<file path="src/rtl/pse_pkg.sv">
package pse_pkg;

  localparam int BYTE_W   = 8;
  localparam int LO_W     = 5;
  localparam int HI_W     = BYTE_W - LO_W;
  localparam int SUB6_W   = 6;
  localparam int SUB4_W   = 4;
  localparam int CODE_W   = SUB6_W + SUB4_W;
  localparam int RD_W     = 2;
  localparam int LO_N     = 1 << LO_W;
  localparam int HI_N     = 1 << HI_W;
  localparam int LO_BAL_N = 20;                 // balanced 6-bit words
  localparam int LO_SPEC  = 28;                 // first low value taking the joint path
  localparam int HI_BAL_N = 6;                  // balanced 4-bit words
  localparam int KC_W     = 3;
  localparam int KC_N     = 1 << KC_W;
  localparam int KC_BASE  = 8;                  // first spare four-ones 6-bit word
  localparam int SPEC_N   = (LO_N - LO_SPEC) * HI_N;

  typedef logic [RD_W-1:0] rd_t;
  localparam rd_t RD_NEG2 = 2'b00;
  localparam rd_t RD_ZERO = 2'b01;
  localparam rd_t RD_POS4 = 2'b11;

  // ones-heavy form of a word, with per-sub-block complement enables
  typedef struct packed {
    logic [SUB6_W-1:0] six;
    logic [SUB4_W-1:0] four;
    logic              flip6;
    logic              flip4;
    logic [1:0]        half_d;   // word disparity / 2 in ones-heavy form
  } pos_word_t;

  // idx-th value (ascending) of width nbits carrying exactly wt ones
  function automatic logic [7:0] nth_word(int nbits, int wt, int idx);
    logic [7:0] r;
    int         seen;
    r    = '0;
    seen = 0;
    for (int v = 0; v < 256; v++) begin
      if (v < (1 << nbits) && $countones(v[7:0]) == wt) begin
        if (seen == idx) r = v[7:0];
        seen++;
      end
    end
    return r;
  endfunction

endpackage

</file>
<file path="src/rtl/pse_lookup.sv">
module pse_lookup
  import pse_pkg::*;
(
  input  logic [BYTE_W-1:0] byte_i,
  input  logic              ctrl_i,
  output pos_word_t         pw_o
);

  logic [SUB6_W-1:0] lo_tab  [LO_N];
  logic [SUB4_W-1:0] hi_tab  [HI_N];
  logic [SUB6_W-1:0] sp6_tab [SPEC_N];
  logic [SUB4_W-1:0] sp4_tab [SPEC_N];
  logic [SUB6_W-1:0] k6_tab  [KC_N];
  logic [SUB4_W-1:0] k4_tab  [KC_N];

  for (genvar i = 0; i < LO_N; i++) begin : g_lo
    if (i < LO_BAL_N) begin : g_bal
      assign lo_tab[i] = SUB6_W'(nth_word(SUB6_W, 3, i));
    end else if (i < LO_SPEC) begin : g_unb
      assign lo_tab[i] = SUB6_W'(nth_word(SUB6_W, 4, i - LO_BAL_N));
    end else begin : g_none
      assign lo_tab[i] = '0;
    end
  end

  for (genvar i = 0; i < HI_N; i++) begin : g_hi
    if (i < HI_BAL_N) begin : g_bal
      assign hi_tab[i] = SUB4_W'(nth_word(SUB4_W, 2, i));
    end else begin : g_unb
      assign hi_tab[i] = SUB4_W'(nth_word(SUB4_W, 3, i - HI_BAL_N));
    end
  end

  for (genvar n = 0; n < SPEC_N; n++) begin : g_sp
    assign sp6_tab[n] = SUB6_W'(nth_word(SUB6_W, 5, n / 6));
    assign sp4_tab[n] = SUB4_W'(nth_word(SUB4_W, 2, n % 6));
  end

  for (genvar c = 0; c < KC_N; c++) begin : g_k
    assign k6_tab[c] = ~SUB6_W'(nth_word(SUB6_W, 4, KC_BASE + c / 4));
    assign k4_tab[c] = SUB4_W'(nth_word(SUB4_W, 3, c % 4));
  end

  logic [LO_W-1:0] lo;
  logic [HI_W-1:0] hi;
  logic [KC_W-1:0] kc;

  assign lo = byte_i[LO_W-1:0];
  assign hi = byte_i[BYTE_W-1:LO_W];
  assign kc = byte_i[KC_W-1:0];

  always_comb begin
    if (ctrl_i) begin
      pw_o.six    = k6_tab[kc];
      pw_o.four   = k4_tab[kc];
      pw_o.flip6  = 1'b1;
      pw_o.flip4  = 1'b1;
      pw_o.half_d = 2'd0;
    end else if (lo >= LO_W'(LO_SPEC)) begin
      pw_o.six    = sp6_tab[{lo[1:0], hi}];
      pw_o.four   = sp4_tab[{lo[1:0], hi}];
      pw_o.flip6  = 1'b1;
      pw_o.flip4  = 1'b0;
      pw_o.half_d = 2'd2;
    end else begin
      pw_o.six    = lo_tab[lo];
      pw_o.four   = hi_tab[hi];
      pw_o.flip6  = (lo >= LO_W'(LO_BAL_N));
      pw_o.flip4  = (hi >= HI_W'(HI_BAL_N));
      pw_o.half_d = {1'b0, pw_o.flip6} + {1'b0, pw_o.flip4};
    end
  end

endmodule

</file>
<file path="src/rtl/pse_rd_track.sv">
module pse_rd_track
  import pse_pkg::*;
(
  input  logic              clk,
  input  logic              rst_n,
  input  logic              en_i,
  input  rd_t               init_i,
  input  pos_word_t         pw_i,
  output logic [CODE_W-1:0] code_o,
  output rd_t               rd_next_o
);

  rd_t               rd_q, rd_d, cur;
  logic              fresh_q, fresh_d;
  logic              neg;
  logic signed [3:0] sum;

  always_comb begin
    cur    = fresh_q ? init_i : rd_q;
    neg    = cur[1];
    code_o = {(pw_i.flip6 && neg) ? ~pw_i.six  : pw_i.six,
              (pw_i.flip4 && neg) ? ~pw_i.four : pw_i.four};
    if (neg) sum = $signed({2'b00, cur}) - $signed({2'b00, pw_i.half_d});
    else     sum = $signed({2'b00, cur}) + $signed({2'b00, pw_i.half_d});
    if (sum < 0)          rd_next_o = RD_NEG2;
    else if (sum > 4'sd3) rd_next_o = RD_POS4;
    else                  rd_next_o = rd_t'(sum[1:0]);
    rd_d    = en_i ? rd_next_o : rd_q;
    fresh_d = fresh_q && !en_i;
  end

  always_ff @(posedge clk or negedge rst_n) begin
    if (!rst_n) begin
      rd_q    <= RD_ZERO;
      fresh_q <= 1'b1;
    end else begin
      rd_q    <= rd_d;
      fresh_q <= fresh_d;
    end
  end

endmodule

</file>
<file path="src/rtl/pse_encoder.sv">
module pse_encoder
  import pse_pkg::*;
#(
  parameter int RST_STAGES = 2
) (
  input  logic              clk,
  input  logic              rst_n,
  input  logic              valid_i,
  input  logic              ctrl_i,
  input  logic [BYTE_W-1:0] data_i,
  input  logic [RD_W-1:0]   rd_init_i,
  output logic              valid_o,
  output logic [CODE_W-1:0] code_o,
  output logic [RD_W-1:0]   rd_o
);

  // reset release synchronizer
  logic [RST_STAGES-1:0] rsync_q;
  logic                  rst_core_n;

  always_ff @(posedge clk or negedge rst_n) begin
    if (!rst_n) rsync_q <= '0;
    else        rsync_q <= {rsync_q[RST_STAGES-2:0], 1'b1};
  end
  assign rst_core_n = rsync_q[RST_STAGES-1];

  // stage 1: capture
  logic              v1, k1;
  logic [BYTE_W-1:0] d1;

  always_ff @(posedge clk or negedge rst_core_n) begin
    if (!rst_core_n) begin
      v1 <= 1'b0;
      k1 <= 1'b0;
      d1 <= '0;
    end else begin
      v1 <= valid_i;
      if (valid_i) begin
        k1 <= ctrl_i;
        d1 <= data_i;
      end
    end
  end

  // stage 2: lookups and ones-heavy disparity
  pos_word_t pw_c, pw2;
  logic      v2;

  pse_lookup u_lookup (
    .byte_i (d1),
    .ctrl_i (k1),
    .pw_o   (pw_c)
  );

  always_ff @(posedge clk or negedge rst_core_n) begin
    if (!rst_core_n) begin
      v2  <= 1'b0;
      pw2 <= '0;
    end else begin
      v2 <= v1;
      if (v1) pw2 <= pw_c;
    end
  end

  // stage 3: polarity choice and running disparity
  logic [CODE_W-1:0] code_c, code3;
  rd_t               rd_c, rd3;
  logic              v3;

  pse_rd_track u_rd (
    .clk       (clk),
    .rst_n     (rst_core_n),
    .en_i      (v2),
    .init_i    (rd_init_i),
    .pw_i      (pw2),
    .code_o    (code_c),
    .rd_next_o (rd_c)
  );

  always_ff @(posedge clk or negedge rst_core_n) begin
    if (!rst_core_n) begin
      v3    <= 1'b0;
      code3 <= '0;
      rd3   <= RD_ZERO;
    end else begin
      v3 <= v2;
      if (v2) begin
        code3 <= code_c;
        rd3   <= rd_c;
      end
    end
  end

  // stage 4: output
  always_ff @(posedge clk or negedge rst_core_n) begin
    if (!rst_core_n) begin
      valid_o <= 1'b0;
      code_o  <= '0;
      rd_o    <= RD_ZERO;
    end else begin
      valid_o <= v3;
      if (v3) begin
        code_o <= code3;
        rd_o   <= rd3;
      end
    end
  end

  // assertion support: edges since the core left reset, saturating
  logic [2:0] up_cnt;
  always_ff @(posedge clk or negedge rst_core_n) begin
    if (!rst_core_n)          up_cnt <= '0;
    else if (up_cnt != 3'd4)  up_cnt <= up_cnt + 3'd1;
  end

  AST_FIXED_LATENCY: assert property (@(posedge clk) disable iff (!rst_core_n)
    (up_cnt == 3'd4) |-> (valid_o == $past(valid_i, 4)))
    else $error("latency broken");

  AST_BUBBLE_HOLD: assert property (@(posedge clk) disable iff (!rst_core_n)
    (up_cnt != 3'd0 && !valid_o) |-> ($stable(rd_o) && $stable(code_o)))
    else $error("bubble changed outputs");

  AST_RD_STEP: assert property (@(posedge clk) disable iff (!rst_core_n)
    (up_cnt != 3'd0 && valid_o && $past(valid_o)) |->
      ((int'(rd_o) - int'($past(rd_o))) == ($countones(code_o) - 5)))
    else $error("running disparity step wrong");

  AST_POLARITY: assert property (@(posedge clk) disable iff (!rst_core_n)
    (up_cnt != 3'd0 && valid_o && $past(valid_o)) |->
      ($past(rd_o[1]) ? ($countones(code_o) <= 5) : ($countones(code_o) >= 5)))
    else $error("word polarity wrong");

  AST_SUBBLK_DISP: assert property (@(posedge clk) disable iff (!rst_core_n)
    valid_o |-> ($countones(code_o[CODE_W-1:SUB4_W]) inside {[1:5]} &&
                 $countones(code_o[SUB4_W-1:0]) inside {[1:3]}))
    else $error("sub-block disparity illegal");

endmodule

</file>
<file path="config.mk">
export PLATFORM = sky130hd
export DESIGN_NAME = pse_encoder
export DESIGN_NICKNAME = d
export VERILOG_FILES = /design/src/rtl/pse_pkg.sv /design/src/rtl/pse_lookup.sv /design/src/rtl/pse_rd_track.sv /design/src/rtl/pse_encoder.sv
export SDC_FILE = /design/constraint.sdc
export NUM_CORES = 1
export LEC_CHECK = 0
export ABC_AREA = 0
export BUFFER_PORTS_ARGS = -buffer_cell sky130_fd_sc_hd__buf_2
export CAP_MARGIN = 30
export CORE_AREA = 2 2 99 101
export CTS_BUF_LIST = sky130_fd_sc_hd__clkbuf_8
export DETAILED_ROUTE_END_ITERATION = 6
export DIE_AREA = 0 0 101 103
export PLACE_DENSITY = 0.52
export SLEW_MARGIN = 20
export SYNTH_ARGS = -nofsm -noshare
export SYNTH_HDL_FRONTEND = slang
export SYNTH_SLANG_ARGS = --single-unit
export TNS_END_PERCENT = 100
</file>
<file path="constraint.sdc">
create_clock -name clk -period 2.15 [get_ports clk]
set_input_delay 0.1075 -clock clk [delete_from_list [all_inputs] [get_ports clk]]
set_output_delay 0.1075 -clock clk [all_outputs]
set_load 0.05 [all_outputs]
</file>
; ---- Word level (Yosys, flattened, before mapping)
; Memories as Yosys holds them, arrays and structs flattened.
; Index checks and enable logic that the tools add are counted.
[word_totals]
regBits = 54
mem_bits_ro = 624
in_bits = 14
mem_count = 6
[classes]
addsub = 3
order_cmp = 9
n_mux = 20
bitwise = 6
reduce_logical = 4
[mem_list]
columns = name, depth, width, read_ports, rd_clocked_by_memory_dff, wr, line
row1 = (name not given), 32, 6, 1, 0, 0, pse_lookup.sv:60  ; pw_o.six = sp6_tab[{lo[1:0], hi}];
row2 = (name not given), 32, 6, 1, 0, 0, pse_lookup.sv:66  ; pw_o.six = lo_tab[lo];
row3 = (name not given), 32, 4, 1, 0, 0, pse_lookup.sv:61  ; pw_o.four = sp4_tab[{lo[1:0], hi}];
row4 = (name not given), 8, 6, 1, 0, 0, pse_lookup.sv:54  ; pw_o.six = k6_tab[kc];
row5 = (name not given), 8, 4, 1, 0, 0, pse_lookup.sv:55  ; pw_o.four = k4_tab[kc];
row6 = (name not given), 8, 4, 1, 0, 0, pse_lookup.sv:67  ; pw_o.four = hi_tab[hi];
[op_table]
columns = op, n
row1 = 2-to-1 mux 6 bit, 7
row2 = 2-to-1 mux 4 bit, 8
row3 = 2-to-1 mux 14 bit, 2
row4 = greater-or-equal comparator 6 bit (second input constant), 2
row5 = NOT 5 -> 6 bit, 2
row6 = greater-or-equal comparator 5 bit (second input constant), 2
row7 = greater-or-equal comparator 4 bit (second input constant), 2
row8 = NOT 3 -> 4 bit, 2
row9 = 2-to-1 mux 2 bit, 3
row10 = NOT 6 bit, 1
row11 = greater-than comparator 4 x 3 -> 1 bit (second input constant), 1
row12 = less-than comparator 4 x 1 -> 1 bit (second input constant), 1
row13 = NOT 4 bit, 1
row14 = adder 2 x 2 -> 3 bit, 1
row15 = greater-or-equal comparator 3 bit (second input constant), 1
row16 = logical AND 1 bit, 3
row17 = subtractor 2 x 2 -> 3 bit, 1
row18 = adder 1 x 1 -> 2 bit, 1
row19 = logical NOT 1 bit, 1

; ---- Logic depth before layout (Yosys ltp)
[logic_depth]
word_depth = 6
mapped_depth = 8
ltp_nobuf = 7

; ---- By module
; Synthesis repeated with hierarchy kept, for this count alone.
[hier_totals]
cells_unflattened = 276
hier_area_um2 = 3206.8
[modules_own_cells]
columns = mod, n_inst, cells_each, area_each_um2
row1 = pse_encoder, 1, 105, 1893.1
row2 = pse_lookup, 1, 139, 965.9
row3 = pse_rd_track, 1, 32, 347.8

; ---- Worst setup path before layout
; Ideal clock, no wire load.
[synth_path]
path_kind = flip-flop to flip-flop
startpoint = reg rd3[0] (netlist name)
endpoint = reg rd3[1]
arrival_ns = 1.822
path_slack_ns = 0.246
stages_incl_launch_ff = 7
n_path_buf = 0
synth_period_minus_slack_ns = 1.904
path_cell_list = dfstp_2 > inv_1 > o21a_1 > ha_1 > fa_1 > or3_1 > a31oi_1
[synth_rtl]
columns = element, line
row1 = "end signal, assigned", pse_encoder.sv:89  ; rd3 <= rd_c;
row2 = "end, declared", pse_encoder.sv:67  ; rd_t rd_c, rd3;

; ---- Worst setup path after layout
[layout_path]
startpoint = reg u_rd.fresh_q
endpoint = reg rd3[1]
[layout_via]
elab_chain_len = 6
[layout_rtl]
columns = element, line
row1 = "start, declared", pse_rd_track.sv:14  ; logic fresh_q, fresh_d;
row2 = "start signal, assigned", pse_rd_track.sv:38  ; fresh_q <= fresh_d;
row3 = 2-to-1 mux 2 bit (*), pse_rd_track.sv:19  ; cur = fresh_q ? init_i : rd_q;
row4 = adder 2 x 2 -> 3 bit / subtractor 2 x 2 -> 3 bit (equally long branches), "pse_rd_track.sv:24, pse_rd_track.sv:23"
row5 = 2-to-1 mux 4 bit (*), pse_rd_track.sv:23  ; if (neg) sum = $signed({2'b00, cur}) - $signed({2'b00, pw_i.half_d});
row6 = greater-than comparator 4 x 3 -> 1 bit, pse_rd_track.sv:26  ; else if (sum > 4'sd3) rd_next_o = RD_POS4;
row7 = 2-to-1 mux 2 bit, pse_rd_track.sv:26
row8 = 2-to-1 mux 2 bit (*), pse_rd_track.sv:25  ; if (sum < 0) rd_next_o = RD_NEG2;
; Mark *: on every way between the ends. The rest lies on a longest branch, timed or not.
; A chain may end at the register's enable or synchronous reset.

==> results.ini <==
[logic_synthesis]
synth_top_area_cell = dfrtp_1
ys_top_cells_by_count = 51 x dfrtp_1, 22 x nor2_1, 21 x o21ai_0, 18 x a21oi_1, 17 x ha_1
synth_seq_cells = 54
synthArstFlopShare_pct = 100
synth_cells = 316
syn_area_mm2 = 0.00322
synth_cell_types = 62
synth.most_common_cell = dfrtp_1
synth_ff_type = dfrtp_1
yosys_warnings = 0
avgSynthCellArea_um2 = 10.2
ys_top_cells_by_area = dfrtp_1 40%, ha_1 6.6%, mux2_2 5.6%
syn_nets = 349
synth_seq_area_share_pct = 42.1
yosysTopAreaCellShare_pct = 39.7
synth_edf_count = 0

[routing]
avgViaCountPerCell = 4.98
drc = 0
first_iter_violations = 118
routedWlPerCell_um = 14.2
drtAntennaViolNets = 0
vias = 2274
wl_um = 6490
drt-pass1-iter-count = 4

[place]
routabilityCongestion = 0.863
placed_area_mm2 = 0.00344
io_buffer_count = 26
hpwlAfterDp_um = 4580

[critical_path]
rr_startpoint = u_rd.fresh_q
critPathLaunch = u_rd.fresh_q
crit_family = flip-flops
cp-end-kind = flip-flop
path_buf_inv = 0
arrival_ps = 2230
critPathMaxStageDelay_ps = 580
startpoint_type = flip-flop
crit_type = reg2reg
path_cells = mux2i_2, fa_1, or3_1, a31oi_1
path_max_fanout = 5
critPathSlowestCell = dfstp_2
worstPathRequired_ps = 2390

[power]
ir_drop_mv = 0.454
power_leakage_nw = 1.52
power_density_mw_per_mm2 = 953

[global_routing]
grt_usage_pct = 13.6
grt_pass1_vias = 2236
grt_overflow = 0
grt_max_degree = 29
antenna_found_initial = 0
grt_pass1_wl_um = 11300

[sta]
slew_viol_final = 0
slew-limit-headroom_pct = 58.8
fmax_mhz = 501
fin_setup_tns_ps = 0
finClkSkew_ps = 6.29
tightest_slew_ps = 619
rsz0062_at_grt = no
timing.final.crit_share_pct = 92.9
setup_viol = 0
hold_violations = 0
fin_crit_ps = 2000

[flow_run]
cap_violations = 0

[cts]
cts.sinks = 54
cts_buffers = 5
cts_resized = 0
htree_levels = 2
root_buffer = clkbuf_8
clk_pin_slew_ps = 100
clockBufferDepth = 2
cts_tree = yes
clk_latency_ps = 310
postCtsSetupBuffers = 0
cts-hold-fix-buffers = 5

[die]
coreArea_mm2 = 0.00946
io_pins = 27
die-area_mm2 = 0.0104
die-height_um = 103
die_x_um = 101
rows = 36
start_util_pct = 34.0

[layout]
layout.area.seq_mm2 = 0.00136
final_area_mm2 = 0.00358
antennaDiodeCount = 0
fillerInstances = 970
syn2layout_area_growth_pct = 11.3
fin_nets = 375
multi_input_area_mm2 = 0.00163
layout-drive-gt1-share_pct = 22.4

[run_status]
status = complete, no violations

[min_path]
hold_start = data_i[5]
hp-class = in2reg

[flip-flops by register name, indices dropped and copies added (netlist names)]
name	cells
u_rd.fresh_q	1
code3	10
code_o	10
d1	8
rd3	2
valid_o	1
v3	1
k1	1
rsync_q	2
v2	1
rd_o	2
pw2	14
v1	1
[through the flow]
step	utilization [%]	std cells	hold slack (ps)	total power, mW	setup WS, ps
final	37.8	457	5.09	3.41	153
after global routing	37.8	457	20.4	3.66	15.6
after CTS	37.8	457	0.829	3.45	135
after detailed placement	36.4	444	-106	2.86	159
after global placement	36.4	444	-107	2.84	202
after floorplan	-	316	-188	2.57	246
[final timing paths]
kind	end	slack [ps]	depth (start not counted)
setup reg to reg	rd3[1]	150	4
min in group asynchronous	rsync_q[1]	90	2
hold reg to reg	v3	290	0
max in group asynchronous	pw2[1]	1310	1
hold / removal	d1[5]	5	3
setup / recovery	rd3[1]	150	4
[logic make-up (layout without fill, tap and decap cells)]
kind of cell    count (synthesis)  count (layout)  share of synthesized area (%)
xor+xnor                       15              15                           4.09
simple gates                   83              83                           14.3
compound gates                 83              83                           17.4
other cells                     1               1                          0.117
mux                            20              20                           6.96
buf+inv                        41              68                           7.08
flops                          54              54                           42.1
fa+ha+maj                      19              19                           7.86
[placed cells by master (no fill, tap or decap), drive strengths merged, types with 6 or more instances in the layout]
cell and count:
o21ai 23, xor2 8, buf 38, nor2b 11, nand2b 7, a21oi 18, xnor2 7, nand2 16
o22ai 6, inv 18, nor2 22, ha 17, dfrtp 51, mux2 16
[tightest hold or removal path: cells and delay by family]
kind / cells / cell delay (ps)
AO/OA/AOI/OAI: 1 / 50
buffers and inverters: 1 / 70
AND/OR/NAND/NOR: 1 / 40
[area by class of cell]
cell class / count / share of cell area [%]
Clock buffer: 5 / 1.92
Clock inverter: 3 / 0.524
Inverter: 17 / 1.78
Multi-Input combinational cell: 221 / 45.6
Sequential cell: 54 / 37.9
Tap cell: 114 / 3.99
Timing Repair Buffer: 43 / 8.25
[where the power goes]
part	internal, mW	switching [mW]	leakage, nW
combinational	0.503	0.879	0.866
clock	0.226	0.344	0.0416
sequential	1.29	0.164	0.617
[layer usage]
metal / global-route usage, % / wire [µm] / vias up
met4: 3.12 / 60 / 0
met1: 19.9 / 3240 / 1049
met5: 0 / 0 / -
met2: 21.2 / 2870 / 55
met3: 2.31 / 329 / 6
li1: - / - / 1164
No activity file was read; power rests on OpenSTA's default activity.
